File: config.mk
export PLATFORM = sky130hd
export DESIGN_NAME = keypad_scan_encoder
export DESIGN_NICKNAME = d
export VERILOG_FILES = /design/src/rtl/kp_pkg.sv /design/src/rtl/kp_scan_timer.sv /design/src/rtl/kp_key_tracker.sv /design/src/rtl/kp_key_fifo.sv /design/src/rtl/keypad_scan_encoder.sv
export SDC_FILE = /design/constraint.sdc
export NUM_CORES = 1
export LEC_CHECK = 0
export BUFFER_PORTS_ARGS = -buffer_cell sky130_fd_sc_hd__buf_2
export CAP_MARGIN = 20
export CORE_MARGIN = 2
export CORE_UTILIZATION = 30
export CTS_CLUSTER_DIAMETER = 100
export DETAILED_ROUTE_END_ITERATION = 10
export HOLD_SLACK_MARGIN = 0.05
export PLACE_DENSITY = 0.43
export SLEW_MARGIN = 25
export SYNTH_ARGS = -nofsm -noshare
export SYNTH_HDL_FRONTEND = slang
export SYNTH_SLANG_ARGS = --single-unit
export TNS_END_PERCENT = 20
File: constraint.sdc
create_clock -name clk -period 4.1 [get_ports clk]
set_input_delay 0.82 -clock clk [delete_from_list [all_inputs] [get_ports clk]]
set_output_delay 0.82 -clock clk [all_outputs]
set_load 0.03 [all_outputs]
File: src/rtl/kp_pkg.sv
package kp_pkg;

    // Field widths fixed by the key code layout
    localparam int ROW_W  = 3;
    localparam int COL_W  = 3;
    localparam int CODE_W = 8;
    localparam int SCAN_W = 4;
    localparam int DEC_ROWS = 4;

    typedef struct packed {
        logic             ctrl;
        logic             shift;
        logic [ROW_W-1:0] row;
        logic [COL_W-1:0] col;
    } key_code_t;

    typedef enum logic {
        POL_LOCKOUT  = 1'b0,
        POL_ROLLOVER = 1'b1
    } key_policy_e;

    typedef enum logic {
        SCAN_ENCODED = 1'b0,
        SCAN_DECODED = 1'b1
    } scan_style_e;

    function automatic key_code_t make_code(input logic ctrl, input logic shift,
                                            input logic [ROW_W-1:0] row,
                                            input logic [COL_W-1:0] col);
        key_code_t c;
        c.ctrl  = ctrl;
        c.shift = shift;
        c.row   = row;
        c.col   = col;
        return c;
    endfunction

    function automatic logic [SCAN_W-1:0] row_lines(input scan_style_e style,
                                                    input logic [ROW_W-1:0] row);
        logic [SCAN_W-1:0] v;
        if (style == SCAN_DECODED)
            v = ~(SCAN_W'(1) << row[1:0]);
        else
            v = SCAN_W'(row);
        return v;
    endfunction

endpackage

File: src/rtl/kp_scan_timer.sv
module kp_scan_timer
    import kp_pkg::*;
#(
    parameter int TICK_DIV = 16,
    parameter int ROWS     = 8,
    parameter int COLS     = 8
) (
    input  logic              clk,
    input  logic              rst,
    input  scan_style_e       style,
    output logic [ROW_W-1:0]  row,
    output logic [COL_W-1:0]  col,
    output logic              eval,
    output logic              snap,
    output logic [SCAN_W-1:0] scan_lines
);
    localparam int PRE_W = (TICK_DIV > 1) ? $clog2(TICK_DIV) : 1;
    localparam logic [PRE_W-1:0] PRE_LAST = PRE_W'(TICK_DIV - 1);
    localparam logic [ROW_W-1:0] LAST_ENC = ROW_W'(ROWS - 1);
    localparam logic [ROW_W-1:0] LAST_DEC = ROW_W'(DEC_ROWS - 1);
    localparam logic [COL_W-1:0] LAST_COL = COL_W'(COLS - 1);

    logic [PRE_W-1:0] pre;
    logic             tick;
    logic [ROW_W-1:0] last_row;

    assign tick     = (pre == PRE_LAST);
    assign snap     = tick && !eval;
    assign last_row = (style == SCAN_DECODED) ? LAST_DEC : LAST_ENC;

    // Free-running prescaler: one tick per row slot
    always_ff @(posedge clk) begin
        if (rst)
            pre <= '0;
        else if (tick)
            pre <= '0;
        else
            pre <= pre + 1'b1;
    end

    // Column walk after each snapshot, row step at its end
    always_ff @(posedge clk) begin
        if (rst) begin
            eval <= 1'b0;
            col  <= '0;
            row  <= '0;
        end else if (snap) begin
            eval <= 1'b1;
            col  <= '0;
        end else if (eval) begin
            if (col == LAST_COL) begin
                eval <= 1'b0;
                col  <= '0;
                row  <= (row >= last_row) ? '0 : ROW_W'(row + 1'b1);
            end else begin
                col <= col + 1'b1;
            end
        end else if (row > last_row) begin
            row <= '0;
        end
    end

    assign scan_lines = row_lines(style, row);

    AST_DEC_ONECOLD: assert property (@(posedge clk) disable iff (rst)
        (style == SCAN_DECODED && row <= LAST_DEC) |-> ($countones(~scan_lines) == 1));

    AST_ROW_STEP: assert property (@(posedge clk) disable iff (rst)
        (row != $past(row)) |-> (row == ROW_W'($past(row) + 1'b1) || row == '0));

endmodule

File: src/rtl/kp_key_tracker.sv
module kp_key_tracker
    import kp_pkg::*;
#(
    parameter int ROWS      = 8,
    parameter int COLS      = 8,
    parameter int DEB_SCANS = 2
) (
    input  logic             clk,
    input  logic             rst,
    input  logic             clear,
    input  key_policy_e      policy,
    input  logic             snap,
    input  logic             eval,
    input  logic [ROW_W-1:0] row,
    input  logic [COL_W-1:0] col,
    input  logic [COLS-1:0]  ret_n,
    input  logic             shift_key,
    input  logic             ctrl_key,
    output logic             push,
    output key_code_t        code
);
    localparam int NKEYS = ROWS * COLS;
    localparam int IDX_W = $clog2(NKEYS);
    localparam int CNT_W = $clog2(DEB_SCANS + 1);
    localparam logic [CNT_W-1:0] CNT_MAX = CNT_W'(DEB_SCANS);

    logic [CNT_W-1:0] kcnt  [NKEYS];
    logic             kdone [NKEYS];
    logic             lock_v;
    logic [IDX_W-1:0] lock_idx;
    logic [COLS-1:0]  ret_q;
    logic             shift_q;
    logic             ctrl_q;

    logic [IDX_W-1:0] cur;
    logic             closed;
    logic             owner;
    logic             elig;
    logic [CNT_W-1:0] cnt_cur;
    logic             done_cur;
    logic [CNT_W-1:0] cnt_nxt;
    logic             done_nxt;

    // Row snapshot taken at each prescaler tick
    always_ff @(posedge clk) begin
        if (rst) begin
            ret_q   <= '1;
            shift_q <= 1'b0;
            ctrl_q  <= 1'b0;
        end else if (snap) begin
            ret_q   <= ret_n;
            shift_q <= shift_key;
            ctrl_q  <= ctrl_key;
        end
    end

    assign cur      = IDX_W'(row) * IDX_W'(COLS) + IDX_W'(col);
    assign closed   = !ret_q[col];
    assign cnt_cur  = kcnt[cur];
    assign done_cur = kdone[cur];
    assign owner    = lock_v && (lock_idx == cur);

    always_comb begin
        if (policy == POL_ROLLOVER)
            elig = 1'b1;
        else
            elig = owner || (!lock_v && closed);
    end

    assign push = eval && elig && closed && (cnt_cur == CNT_MAX) && !done_cur;

    always_comb begin
        if (closed) begin
            cnt_nxt  = (cnt_cur == CNT_MAX) ? CNT_MAX : cnt_cur + 1'b1;
            done_nxt = done_cur || push;
        end else begin
            cnt_nxt  = '0;
            done_nxt = 1'b0;
        end
    end

    // Per-key debounce counters, one key updated per clock
    always_ff @(posedge clk) begin
        if (rst || clear) begin
            for (int i = 0; i < NKEYS; i++) begin
                kcnt[i]  <= '0;
                kdone[i] <= 1'b0;
            end
        end else if (eval && elig) begin
            kcnt[cur]  <= cnt_nxt;
            kdone[cur] <= done_nxt;
        end
    end

    // Lockout owner
    always_ff @(posedge clk) begin
        if (rst || clear) begin
            lock_v   <= 1'b0;
            lock_idx <= '0;
        end else if (eval && policy == POL_LOCKOUT) begin
            if (!lock_v && closed) begin
                lock_v   <= 1'b1;
                lock_idx <= cur;
            end else if (owner && !closed) begin
                lock_v <= 1'b0;
            end
        end
    end

    assign code = make_code(ctrl_q, shift_q, row, col);

    logic [NKEYS-1:0] active;
    always_comb begin
        for (int i = 0; i < NKEYS; i++)
            active[i] = (kcnt[i] != '0) || kdone[i];
    end

    AST_LOCK_SINGLE: assert property (@(posedge clk) disable iff (rst)
        (policy == POL_LOCKOUT) |-> ($countones(active) <= 1));

    AST_PUSH_IN_WALK: assert property (@(posedge clk) disable iff (rst)
        push |-> (eval && !snap));

endmodule

File: src/rtl/kp_key_fifo.sv
module kp_key_fifo #(
    parameter int DEPTH = 8,
    parameter int W     = 8
) (
    input  logic         clk,
    input  logic         rst,
    input  logic         push,
    input  logic [W-1:0] din,
    input  logic         pop,
    output logic [W-1:0] dout,
    output logic         empty,
    output logic         overrun,
    output logic         underrun
);
    localparam int AW = (DEPTH > 1) ? $clog2(DEPTH) : 1;
    localparam int CW = $clog2(DEPTH + 1);
    localparam logic [AW-1:0] LAST = AW'(DEPTH - 1);
    localparam logic [CW-1:0] FULL_CNT = CW'(DEPTH);

    logic [W-1:0]  mem [DEPTH];
    logic [AW-1:0] wr_ptr;
    logic [AW-1:0] rd_ptr;
    logic [CW-1:0] count;
    logic          full;
    logic          pop_ok;
    logic          push_ok;

    assign empty   = (count == '0);
    assign full    = (count == FULL_CNT);
    assign pop_ok  = pop && !empty;
    assign push_ok = push && (!full || pop_ok);
    assign dout    = mem[rd_ptr];

    always_ff @(posedge clk) begin
        if (push_ok)
            mem[wr_ptr] <= din;
    end

    always_ff @(posedge clk) begin
        if (rst) begin
            wr_ptr   <= '0;
            rd_ptr   <= '0;
            count    <= '0;
            overrun  <= 1'b0;
            underrun <= 1'b0;
        end else begin
            if (push_ok)
                wr_ptr <= (wr_ptr == LAST) ? '0 : wr_ptr + 1'b1;
            if (pop_ok)
                rd_ptr <= (rd_ptr == LAST) ? '0 : rd_ptr + 1'b1;
            count <= count + CW'(push_ok) - CW'(pop_ok);
            if (push && !push_ok)
                overrun <= 1'b1;
            if (pop && empty)
                underrun <= 1'b1;
        end
    end

    AST_COUNT_BOUND: assert property (@(posedge clk) disable iff (rst)
        count <= FULL_CNT);

    AST_FULL_DROP: assert property (@(posedge clk) disable iff (rst)
        (push && full && !pop) |=> (count == $past(count) && overrun));

    AST_EMPTY_POP: assert property (@(posedge clk) disable iff (rst)
        (pop && empty) |=> underrun);

    AST_FULL_SWAP: assert property (@(posedge clk) disable iff (rst)
        (push && pop && full) |=> (count == FULL_CNT && overrun == $past(overrun)));

endmodule

File: src/rtl/keypad_scan_encoder.sv
module keypad_scan_encoder
    import kp_pkg::*;
#(
    parameter int TICK_DIV   = 16,
    parameter int ROWS       = 8,
    parameter int COLS       = 8,
    parameter int FIFO_DEPTH = 8,
    parameter int DEB_SCANS  = 2
) (
    input  logic              clk,
    input  logic              rst,
    input  logic [COLS-1:0]   ret_n,
    input  logic              shift_key,
    input  logic              ctrl_key,
    input  logic              cfg_we,
    input  logic              cfg_rollover,
    input  logic              cfg_decoded,
    input  logic              pop,
    output logic [SCAN_W-1:0] scan_lines,
    output logic [CODE_W-1:0] key_data,
    output logic              irq,
    output logic              overrun,
    output logic              underrun
);
    key_policy_e      policy;
    scan_style_e      style;
    logic [ROW_W-1:0] row;
    logic [COL_W-1:0] col;
    logic             eval;
    logic             snap;
    logic             push;
    key_code_t        code;
    logic             empty;

    always_ff @(posedge clk) begin
        if (rst) begin
            policy <= POL_LOCKOUT;
            style  <= SCAN_ENCODED;
        end else if (cfg_we) begin
            policy <= key_policy_e'(cfg_rollover);
            style  <= scan_style_e'(cfg_decoded);
        end
    end

    kp_scan_timer #(
        .TICK_DIV (TICK_DIV),
        .ROWS     (ROWS),
        .COLS     (COLS)
    ) u_timer (
        .clk        (clk),
        .rst        (rst),
        .style      (style),
        .row        (row),
        .col        (col),
        .eval       (eval),
        .snap       (snap),
        .scan_lines (scan_lines)
    );

    kp_key_tracker #(
        .ROWS      (ROWS),
        .COLS      (COLS),
        .DEB_SCANS (DEB_SCANS)
    ) u_tracker (
        .clk       (clk),
        .rst       (rst),
        .clear     (cfg_we),
        .policy    (policy),
        .snap      (snap),
        .eval      (eval),
        .row       (row),
        .col       (col),
        .ret_n     (ret_n),
        .shift_key (shift_key),
        .ctrl_key  (ctrl_key),
        .push      (push),
        .code      (code)
    );

    kp_key_fifo #(
        .DEPTH (FIFO_DEPTH),
        .W     (CODE_W)
    ) u_fifo (
        .clk      (clk),
        .rst      (rst),
        .push     (push),
        .din      (code),
        .pop      (pop),
        .dout     (key_data),
        .empty    (empty),
        .overrun  (overrun),
        .underrun (underrun)
    );

    assign irq = !empty;

    AST_IRQ_AFTER_PUSH: assert property (@(posedge clk) disable iff (rst)
        (push && !pop) |=> irq);

endmodule

==> impl_results.rst, run 1 <==
.. list-table::
   :header-rows: 1

   * - Metric
     - Value
   * - Via count of the first global-routing pass
     - 9,271
   * - Number of antenna violations at the first check in global routing
     - 0
   * - Critical path capture point type
     - register
   * - GRT Residual Overflow
     - 0
   * - Fraction of power spent switching nets
     - 24.16%
   * - Area fraction of the dominant cell type after synthesis
     - 55.37%
   * - Remaining DRCs
     - 0
   * - Internal
     - 5.405 mW
   * - WP data required
     - 4.38 ns
   * - CTS tree
     - done
   * - Via density per instance
     - 5.175
   * - Chip width
     - 219.1 microns
   * - Seq pwr share
     - 48.8%
   * - Buffer and inverter count on the worst path
     - 4
   * - Maximum vdd drop
     - 0.3542 mV
   * - Area of the core
     - 0.04558 sq mm
   * - FF-to-FF path depth
     - 15
   * - Reg-to-reg startpoint
     - u_timer.col[0]
   * - Number of synthesized flops with an enable pin
     - 256
   * - Global routing usage on met2
     - 27.23%
   * - Final non-filler cell total
     - 1,784
   * - Share of the cycle needed by the critical path after routing
     - 95.20%
   * - Most used routing layer
     - met2
   * - Detail Route Antenna Nets
     - 0
   * - Total Power
     - 7.126 mW
   * - Combined area of the multi-input logic cells
     - 0.004807 sq mm
   * - CTS Buf Count
     - 36
   * - Final wirelength
     - 40,260 microns
   * - Element type at the critical path start
     - register
   * - CP delay by family, top
     - compound AO/OA/AOI/OAI gates
   * - Vias after detailed routing
     - 9,232
   * - Final HPWL from detailed placement
     - 26,320 microns
   * - Final critical delay including setup and external delays
     - 3.903 ns
   * - Flip-flop and latch area
     - 0.008597 sq mm
   * - Top Ports
     - 31
   * - Clock slew at reported path FFs
     - 0.06 ns
   * - CP max-delay cell
     - dfxtp_4
   * - Worst Min Path Start
     - u_fifo.rd_ptr[2]
   * - Hold violation count in the final report
     - 0
   * - Slew Viols, Final
     - 0
   * - Slew margin rel.
     - 20.27%
   * - Delay of the slowest critical-path stage
     - 0.53 ns
   * - Critical-path maximum fanout
     - 64
   * - Endpoint of the worst-slack reg-to-reg timing path
     - u_tracker.kdone[35]
   * - Share of synthesized area occupied by flip-flops and latches
     - 61.86%
   * - Maximum level of the CTS H-tree
     - 2
   * - Fraction of synthesis flops using an asynchronous set or reset pin
     - 0%
   * - Met1 Resource Use GR
     - 24.09%
   * - Comb pwr share
     - 8.2%
   * - Relative contribution of the clock network to total power
     - 42.9%
   * - FMAX
     - 256.2 MHz
   * - Routability congestion estimate from global placement
     - 0.7748
   * - List of cells traversed by the critical path
     - buf_4, nor2b_1, buf_4, a221oi_1, o22ai_1, a211oi_1, nand4_1, ha_1, nand2_1, nor3_1, o2bb2ai_2, buf_4, nor3_4, buf_12, nor3_1
   * - Library cell used as clock root buffer
     - clkbuf_16
   * - Max Root-Sink Buffers
     - 3
   * - Net count of the finished layout
     - 1,193
   * - Yosys top cell by area
     - edfxtp_1
   * - Final setup TNS
     - 0 ns
   * - Global-route wire length before repair
     - 60,430 microns
   * - Power Dens Cells
     - 443.6 mW/mm^2
   * - Hold-critical path depth
     - 2
   * - Initial core utilization
     - 30.46%
   * - Setup Buffers After CTS
     - 0
   * - Number of nets in the synthesized netlist
     - 1,146
   * - Gr usage total
     - 17.06%
   * - Worst-Skew Late Latency
     - 0.56 ns
   * - Distinct cell type count of the synthesized netlist
     - 66
   * - Number of design-rule violations left by the first detailed-router iteration
     - 774
   * - P&R area growth vs syn
     - 15.71%
   * - Per-instance average area after synthesis
     - 12.52 sq um
   * - Placed insts
     - 1,718
   * - Total clock sinks
     - 301
   * - Worst Max-Slew Pin Slew
     - 1.185 ns
   * - Result of the run
     - complete, no violations
   * - Mean routed wirelength per cell
     - 22.57 microns
   * - Setup repair after global routing missed its margin
     - false
   * - Leakage dissipation
     - 5.495 nW
   * - Placed instance area
     - 0.01494 sq mm
   * - Fraction of layout cells with a size suffix above 1
     - 19.78%
   * - Worst-case register-to-register setup slack
     - 0.20 ns
   * - Most used cells in the layout excluding fill and tap cells
     - edfxtp_1, nor2_1, o21ai_0, nor3_1, nand2_1
   * - Drt first pass iters
     - 5
   * - Count of buffers from port buffering
     - 30
   * - Class of the most critical setup path
     - register to register
   * - Max Cap Violations
     - 0
   * - Setup violations, final
     - 0
   * - Gate Count Post-Synth
     - 1,109
   * - Post-route cell area
     - 0.01606 sq mm
   * - Sw Pwr
     - 1.722 mW
   * - Cell types with the largest area share after synthesis
     - edfxtp_1, dfxtp_1, mux4_2
   * - Pin count of the biggest net entering global routing
     - 65
   * - Signal arrival time at the worst endpoint
     - 4.18 ns
   * - Met3 usage in global routing
     - 2.412%
   * - Total of fill cells in the finished design
     - 4,479
   * - Area of the mapped netlist
     - 0.01388 sq mm
   * - Chip height
     - 219.1 microns
   * - Die Footprint
     - 0.04801 sq mm
   * - Flops & latches, synth
     - 301
   * - Worst clock skew
     - 0.02175 ns
   * - Main synth FF type
     - edfxtp_1
   * - Most used cell, CP
     - buf_4
   * - Worst hold-check path type
     - register to register
   * - YS warnings
     - 0
   * - Row Count
     - 78
   * - Most frequent standard cell in the layout excluding fill and tap cells
     - edfxtp_1
## how the worst max path moves through the flow
| stage | from | to | slack (ns) | cells after the start |
|---|---|---|---|---|
| floorplan | u_timer.col[1] | u_fifo.count[2] | 0.01 | 21 |
| global route | u_timer.col[0] | u_fifo.count[2] | 0.004 | 17 |
| detailed placement | u_timer.col[0] | u_fifo.mem[3][5] | 0.07 | 14 |
| global placement | u_timer.col[1] | u_fifo.mem[3][5] | 0.1 | 14 |
| CTS | u_timer.col[0] | u_fifo.mem[3][5] | 0.08 | 14 |
| finish | u_timer.col[0] | u_tracker.kdone[35] | 0.20 | 15 |
## timing repair
item,CTS,global route
setup endpoints to repair,0,36
hold buffers,0,0
resized for setup,0,6
## sequential cells by signal, indices dropped and copies added (netlist names), named ones only
name	cells
u_timer.col	3
u_tracker.kdone	64
u_tracker.lock_v	1
u_fifo.wr_ptr	3
u_fifo.underrun	1
u_tracker.kcnt	128
u_timer.pre	4
u_fifo.overrun	1
u_fifo.rd_ptr	3
u_tracker.ret_q	8
u_fifo.count	4
style	1
u_tracker.ctrl_q	1
u_fifo.mem	64
u_timer.eval	1
u_tracker.lock_idx	6
u_tracker.shift_q	1
u_timer.row	3
policy	1
## worst reg2reg max path: cells and delay by family (launching register included)
kind	cells	cell delay (ns)
compound gates	4	1.14
buf+inv	4	0.98
simple gates	6	0.77
flops	1	0.53
fa+ha+maj	1	0.22
## synthesized netlist by cell type, drive strengths merged (3+ instances only)
cell type  instances
a211o              3
a211oi             6
a21oi             28
a221oi            16
a22oi             10
a31oi              6
and2               3
and3              17
and3b              3
and4b              3
buf               53
clkbuf            37
dfxtp             45
edfxtp           256
ha                20
inv               17
mux2              25
mux2i             29
mux4              37
nand2             68
nand3             15
nand4              4
nor2             171
nor2b              8
nor3              84
nor3b              5
nor4               4
o211ai             4
o21ai             79
o22ai              9
o2bb2ai            3
xor2               7
## stage by stage
step	hold slack (ns)	setup slack (ns)	util, %
finish	0.4811	0.1966	35.25
floorplan	0.4541	0.01411	-
global placement	0.4467	0.09740	32.79
CTS	0.4664	0.07505	35.21
global route	0.5012	0.003546	35.24
detailed placement	0.4800	0.06869	32.79
## area by class of cell
cell class / count / area share [%]
tap: 600 / 4.673
clock inverter: 16 / 0.8412
multi-input combinational: 699 / 29.92
antenna: 1 / 0.01558
clock buffer: 49 / 6.036
timing repair buffer: 99 / 4.549
inverter: 19 / 0.4440
sequential: 301 / 53.52
## power by group through the flow
stage	sequential, mW	combinational, mW	clock (mW)
detailed placement	3.54	0.598	0
global route	3.49	0.654	3.25
floorplan	3.51	0.463	0
finish	3.48	0.588	3.06
CTS	3.48	0.600	3.14
global placement	3.54	0.594	0
## metal layers
layer / routed length, microns / part of all wire (%)
met1: 18930 / 47
met2: 18770 / 47
met3: 1796 / 4.5
met4: 767 / 1.9
met5: 0 / 0
## cells by family (layout without fill, tap and decap cells)
group | after synthesis | after routing | share of synthesized area [%]
xor+xnor | 9 | 9 | 0.5678
mux | 91 | 91 | 10.26
fa+ha+maj | 21 | 21 | 1.947
simple gates | 398 | 398 | 13.63
compound gates | 180 | 180 | 7.994
buf+inv | 109 | 183 | 3.749
other cells | 0 | 1 | 0
flops | 301 | 301 | 61.86
(Power assumes the default switching activity.)
==> run 2: changes to the inputs <==
--- a/config.mk
+++ b/config.mk
@@ -5,6 +5,7 @@
 export SDC_FILE = /design/constraint.sdc
 export NUM_CORES = 1
 export LEC_CHECK = 0
+export ABC_AREA = 1
 export BUFFER_PORTS_ARGS = -buffer_cell sky130_fd_sc_hd__buf_2
 export CAP_MARGIN = 20
 export CORE_MARGIN = 2
==> run 2 against run 1 <==
Net effect:
- register-to-register slack improved by 0.17 ns
- maximum frequency increased by 4.5%
- non-clock buffer count increased by 6
- hold slack got worse by 0.033 ns
- highest routed layer unchanged
- largest power group unchanged
- critical endpoint is now u_fifo.count[2]
- largest cell class unchanged
==> impl_results.rst, run 2 <==
.. list-table::
   :header-rows: 1

   * - Metric
     - Value
   * - Total of fill cells in the finished design
     - 4,564
   * - Share of synthesized cell area in and, or, nand and nor gates
     - 23.53%
   * - Remaining DRCs
     - 0
   * - Endpoint of the worst-slack reg-to-reg timing path
     - u_fifo.count[2]
   * - Vias after detailed routing
     - 10,360
   * - Setup violations, final
     - 0
   * - Hold violation count in the final report
     - 0
   * - Most used cells in the layout excluding fill and tap cells
     - nand2_1, nor2_1, edfxtp_1, inv_1, o21ai_0
   * - Die Footprint
     - 0.04703 sq mm
   * - Leakage dissipation
     - 6.205 nW
   * - Worst Setup SP
     - u_timer.col[2]
   * - Critical Path Sink
     - u_fifo.count[2]
   * - Final wirelength
     - 41,220 microns
   * - List of cells traversed by the critical path
     - buf_4, buf_6, nor2_4, buf_12, nand2_1, o2111ai_1, o21ai_0, buf_4, nand4_1, nor2_1, inv_1, ha_1, a21boi_0, nand3_1, nor2_2, nand2_1, inv_1, ha_1, inv_1, fa_1, xor2_1, nor2_1
   * - Max Root-Sink Buffers
     - 3
   * - Setup repair after global routing missed its margin
     - false
   * - Most used cell, CP
     - inv_1
   * - Top Ports
     - 31
   * - Fraction of synthesis flops using an asynchronous set or reset pin
     - 0%
   * - Worst clock skew
     - 0.01938 ns
   * - WP data required
     - 4.54 ns
   * - Share of the cycle needed by the critical path after routing
     - 91.11%
   * - Seq pwr share
     - 46.7%
   * - Final HPWL from detailed placement
     - 27,200 microns
   * - FMAX
     - 267.7 MHz
   * - CP delay by family, top
     - simple AND/OR/NAND/NOR gates
   * - Most frequent standard cell in the layout excluding fill and tap cells
     - nand2_1
   * - Via count of the first global-routing pass
     - 10,130
   * - Number of flip-flops in the largest register
     - 128
   * - Largest registers in the final layout
     - u_tracker.kcnt: 128 flops, u_fifo.mem: 64 flops, u_tracker.kdone: 64 flops
   * - Most repeated cell in the gate-level netlist after synthesis
     - nand2_1
   * - Chip height
     - 216.9 microns
   * - CTS Buf Count
     - 37
   * - Hold-fix buffers at CTS
     - 0
   * - Util after Layout
     - 36.14%
   * - Ant diodes
     - 0
   * - Compound-Gate Fraction of Synth Area
     - 6.452%
   * - Class of the most critical setup path
     - register to register
   * - Post-synthesis adder-cell area fraction
     - 1.988%
   * - Net count of the finished layout
     - 1,552
   * - Total Power
     - 7.493 mW
   * - Clock slew at reported path FFs
     - 0.06 ns
   * - Pin count of the biggest net entering global routing
     - 72
   * - Dominant combinational cell family by area after synthesis
     - simple AND/OR/NAND/NOR gates
   * - Maximum level of the CTS H-tree
     - 2
   * - Number of synthesized flops with an enable pin
     - 256
   * - P&R area growth vs syn
     - 18.33%
   * - Chip width
     - 216.9 microns
   * - Worst-Skew Late Latency
     - 0.56 ns
   * - Power Dens Cells
     - 465.8 mW/mm^2
   * - Area of the mapped netlist
     - 0.01359 sq mm
   * - YS warnings
     - 0
   * - Number of nets in the synthesized netlist
     - 1,485
   * - Final setup TNS
     - 0 ns
   * - Main synth FF type
     - edfxtp_1
   * - Delay of the slowest critical-path stage
     - 0.39 ns
   * - Library cell used as clock root buffer
     - clkbuf_16
   * - Mean routed wirelength per cell
     - 19.30 microns
   * - Final critical delay including setup and external delays
     - 3.735 ns
   * - CTS tree
     - done
   * - Maximum vdd drop
     - 0.2993 mV
   * - Drt first pass iters
     - 5
   * - GRT Residual Overflow
     - 0
   * - Worst hold-check path type
     - register to register
   * - Flops & latches, synth
     - 301
   * - Via density per instance
     - 4.852
   * - Share of synthesized area occupied by flip-flops and latches
     - 63.18%
   * - Fraction of synthesized cell area in xor and xnor cells
     - 0.1933%
   * - Reg-to-reg startpoint
     - u_timer.col[2]
   * - Global-route wire length before repair
     - 62,530 microns
   * - Area fraction of the dominant cell type after synthesis
     - 56.55%
   * - CP max-delay cell
     - fa_1
   * - Number of antenna violations at the first check in global routing
     - 0
   * - Routability congestion estimate from global placement
     - 0.8235
   * - Per-instance average area after synthesis
     - 9.388 sq um
   * - Post-route cell area
     - 0.01609 sq mm
   * - Row Count
     - 77
   * - Result of the run
     - complete, no violations
   * - Largest Register
     - u_tracker.kcnt
   * - Detail Route Antenna Nets
     - 0
   * - Signal arrival time at the worst endpoint
     - 4.17 ns
   * - Critical path depth
     - 22
   * - Buffer and inverter count on the worst path
     - 7
   * - Yosys top cell by area
     - edfxtp_1
   * - Critical path capture point type
     - register
   * - Placed instance area
     - 0.01485 sq mm
   * - Worst-case register-to-register setup slack
     - 0.36 ns
   * - Share of cell area taken by muxes after synthesis
     - 0%
   * - Gate Count Post-Synth
     - 1,448
   * - Slew Viols, Final
     - 0
   * - Comb pwr share
     - 10.1%
   * - Distinct cell type count of the synthesized netlist
     - 36
   * - Critical-path maximum fanout
     - 17
   * - Worst Max-Slew Pin Slew
     - 1.010 ns
   * - Element type at the critical path start
     - register
   * - Gr usage total
     - 17.63%
   * - Max Cap Violations
     - 0
   * - Count of buffers from port buffering
     - 30
   * - Fraction of power spent switching nets
     - 25.76%
   * - Area of the core
     - 0.04451 sq mm
   * - Internal
     - 5.563 mW
   * - Initial core utilization
     - 30.54%
   * - Cell types with the largest area share after synthesis
     - edfxtp_1, nand2_1, nor2_1
   * - Sw Pwr
     - 1.930 mW
   * - Total clock sinks
     - 301
   * - Number of design-rule violations left by the first detailed-router iteration
     - 815
   * - Slew margin rel.
     - 32.66%
   * - Fraction of layout cells with a size suffix above 1
     - 11.33%
   * - Relative contribution of the clock network to total power
     - 43.2%
   * - FF-to-FF path depth
     - 22
   * - Most instantiated cells after synthesis
     - nand2_1, nor2_1, edfxtp_1, inv_1, o21ai_0
## run 2: cell count changes in the layout (fill, tap and decap cells not counted), sizes merged, moves of 11 or more
cell | before | now
inv | 20 | 88
nor2 | 171 | 335
nand3 | 15 | 62
mux4 | 37 | 0
nor3 | 84 | 7
mux2 | 25 | 0
nand2 | 68 | 390
and3 | 17 | 1
a221oi | 16 | 5
mux2i | 29 | 0
## run 2: how the worst min path moves through the flow
stage	startpoint	endpoint	slack, ns	depth (start not counted)
after CTS	u_timer.pre[0]	u_timer.pre[0]	0.45	1
after global placement	u_timer.pre[0]	u_timer.pre[0]	0.43	1
after global routing	u_timer.pre[0]	u_timer.pre[0]	0.47	1
after detailed placement	u_timer.pre[0]	u_timer.pre[0]	0.44	1
after floorplan	u_timer.pre[0]	u_timer.pre[0]	0.42	1
final	u_fifo.underrun	u_fifo.underrun	0.45	2
## run 2: area by class of cell
cell class                      instances  area (sq um)  area share, %
Clock buffer                           48         987.2          6.137
Multi-Input combinational cell        985          4419          27.47
Sequential cell                       301          8589          53.39
Tap cell                              592         740.7          4.604
Timing Repair Buffer                  105         834.6          5.188
Inverter                               85         319.1          1.983
Clock inverter                         20         196.4          1.221
## run 2: through the flow
| stage | setup slack, ns | std cells | hold WS (ns) |
|---|---|---|---|
| finish | 0.3647 | 2136 | 0.4485 |
| global route | 0.002403 | 2136 | 0.4748 |
| CTS | 0.2756 | 2134 | 0.4484 |
| detailed placement | 0.3004 | 2066 | 0.4364 |
| global placement | 0.3435 | 2066 | 0.4333 |
| floorplan | 0.4154 | 1448 | 0.4175 |
## run 2: tightest hold or removal path: stages (launching register included)
cell and delay, ns:
dfxtp_1 0.30, inv_1 0.05, a21oi_1 0.05
## run 2: logic make-up after synthesis
kind of cell | Yosys count
adder cells (fa/ha/maj) | 21
AO/OA/AOI/OAI | 148
AND/OR/NAND/NOR | 813
buffers and inverters | 162
flip-flops | 301
XOR/XNOR | 3
## run 2: per-layer routing
layer | track usage (%) | wire (microns) | vias up
met5 | 0 | 0 | -
met4 | 5.594 | 1005 | 0
met3 | 2.739 | 2291 | 64
met2 | 28.08 | 18870 | 274
met1 | 24.68 | 19060 | 5036
li1 | - | - | 4990
## run 2: power groups by stage
stage | clock network, mW | registers (mW) | logic (mW)
after floorplan | 0 | 3.53 | 0.548
after global placement | 0 | 3.56 | 0.765
after detailed placement | 0 | 3.56 | 0.767
after CTS | 3.30 | 3.50 | 0.769
after global routing | 3.42 | 3.51 | 0.852
final | 3.24 | 3.50 | 0.760
## run 2: what timing repair did
action / 4_1_cts / 5_1_grt
setup buffers: 0 / 1
gates resized for setup: 0 / 7
setup endpoints to repair: 0 / 52
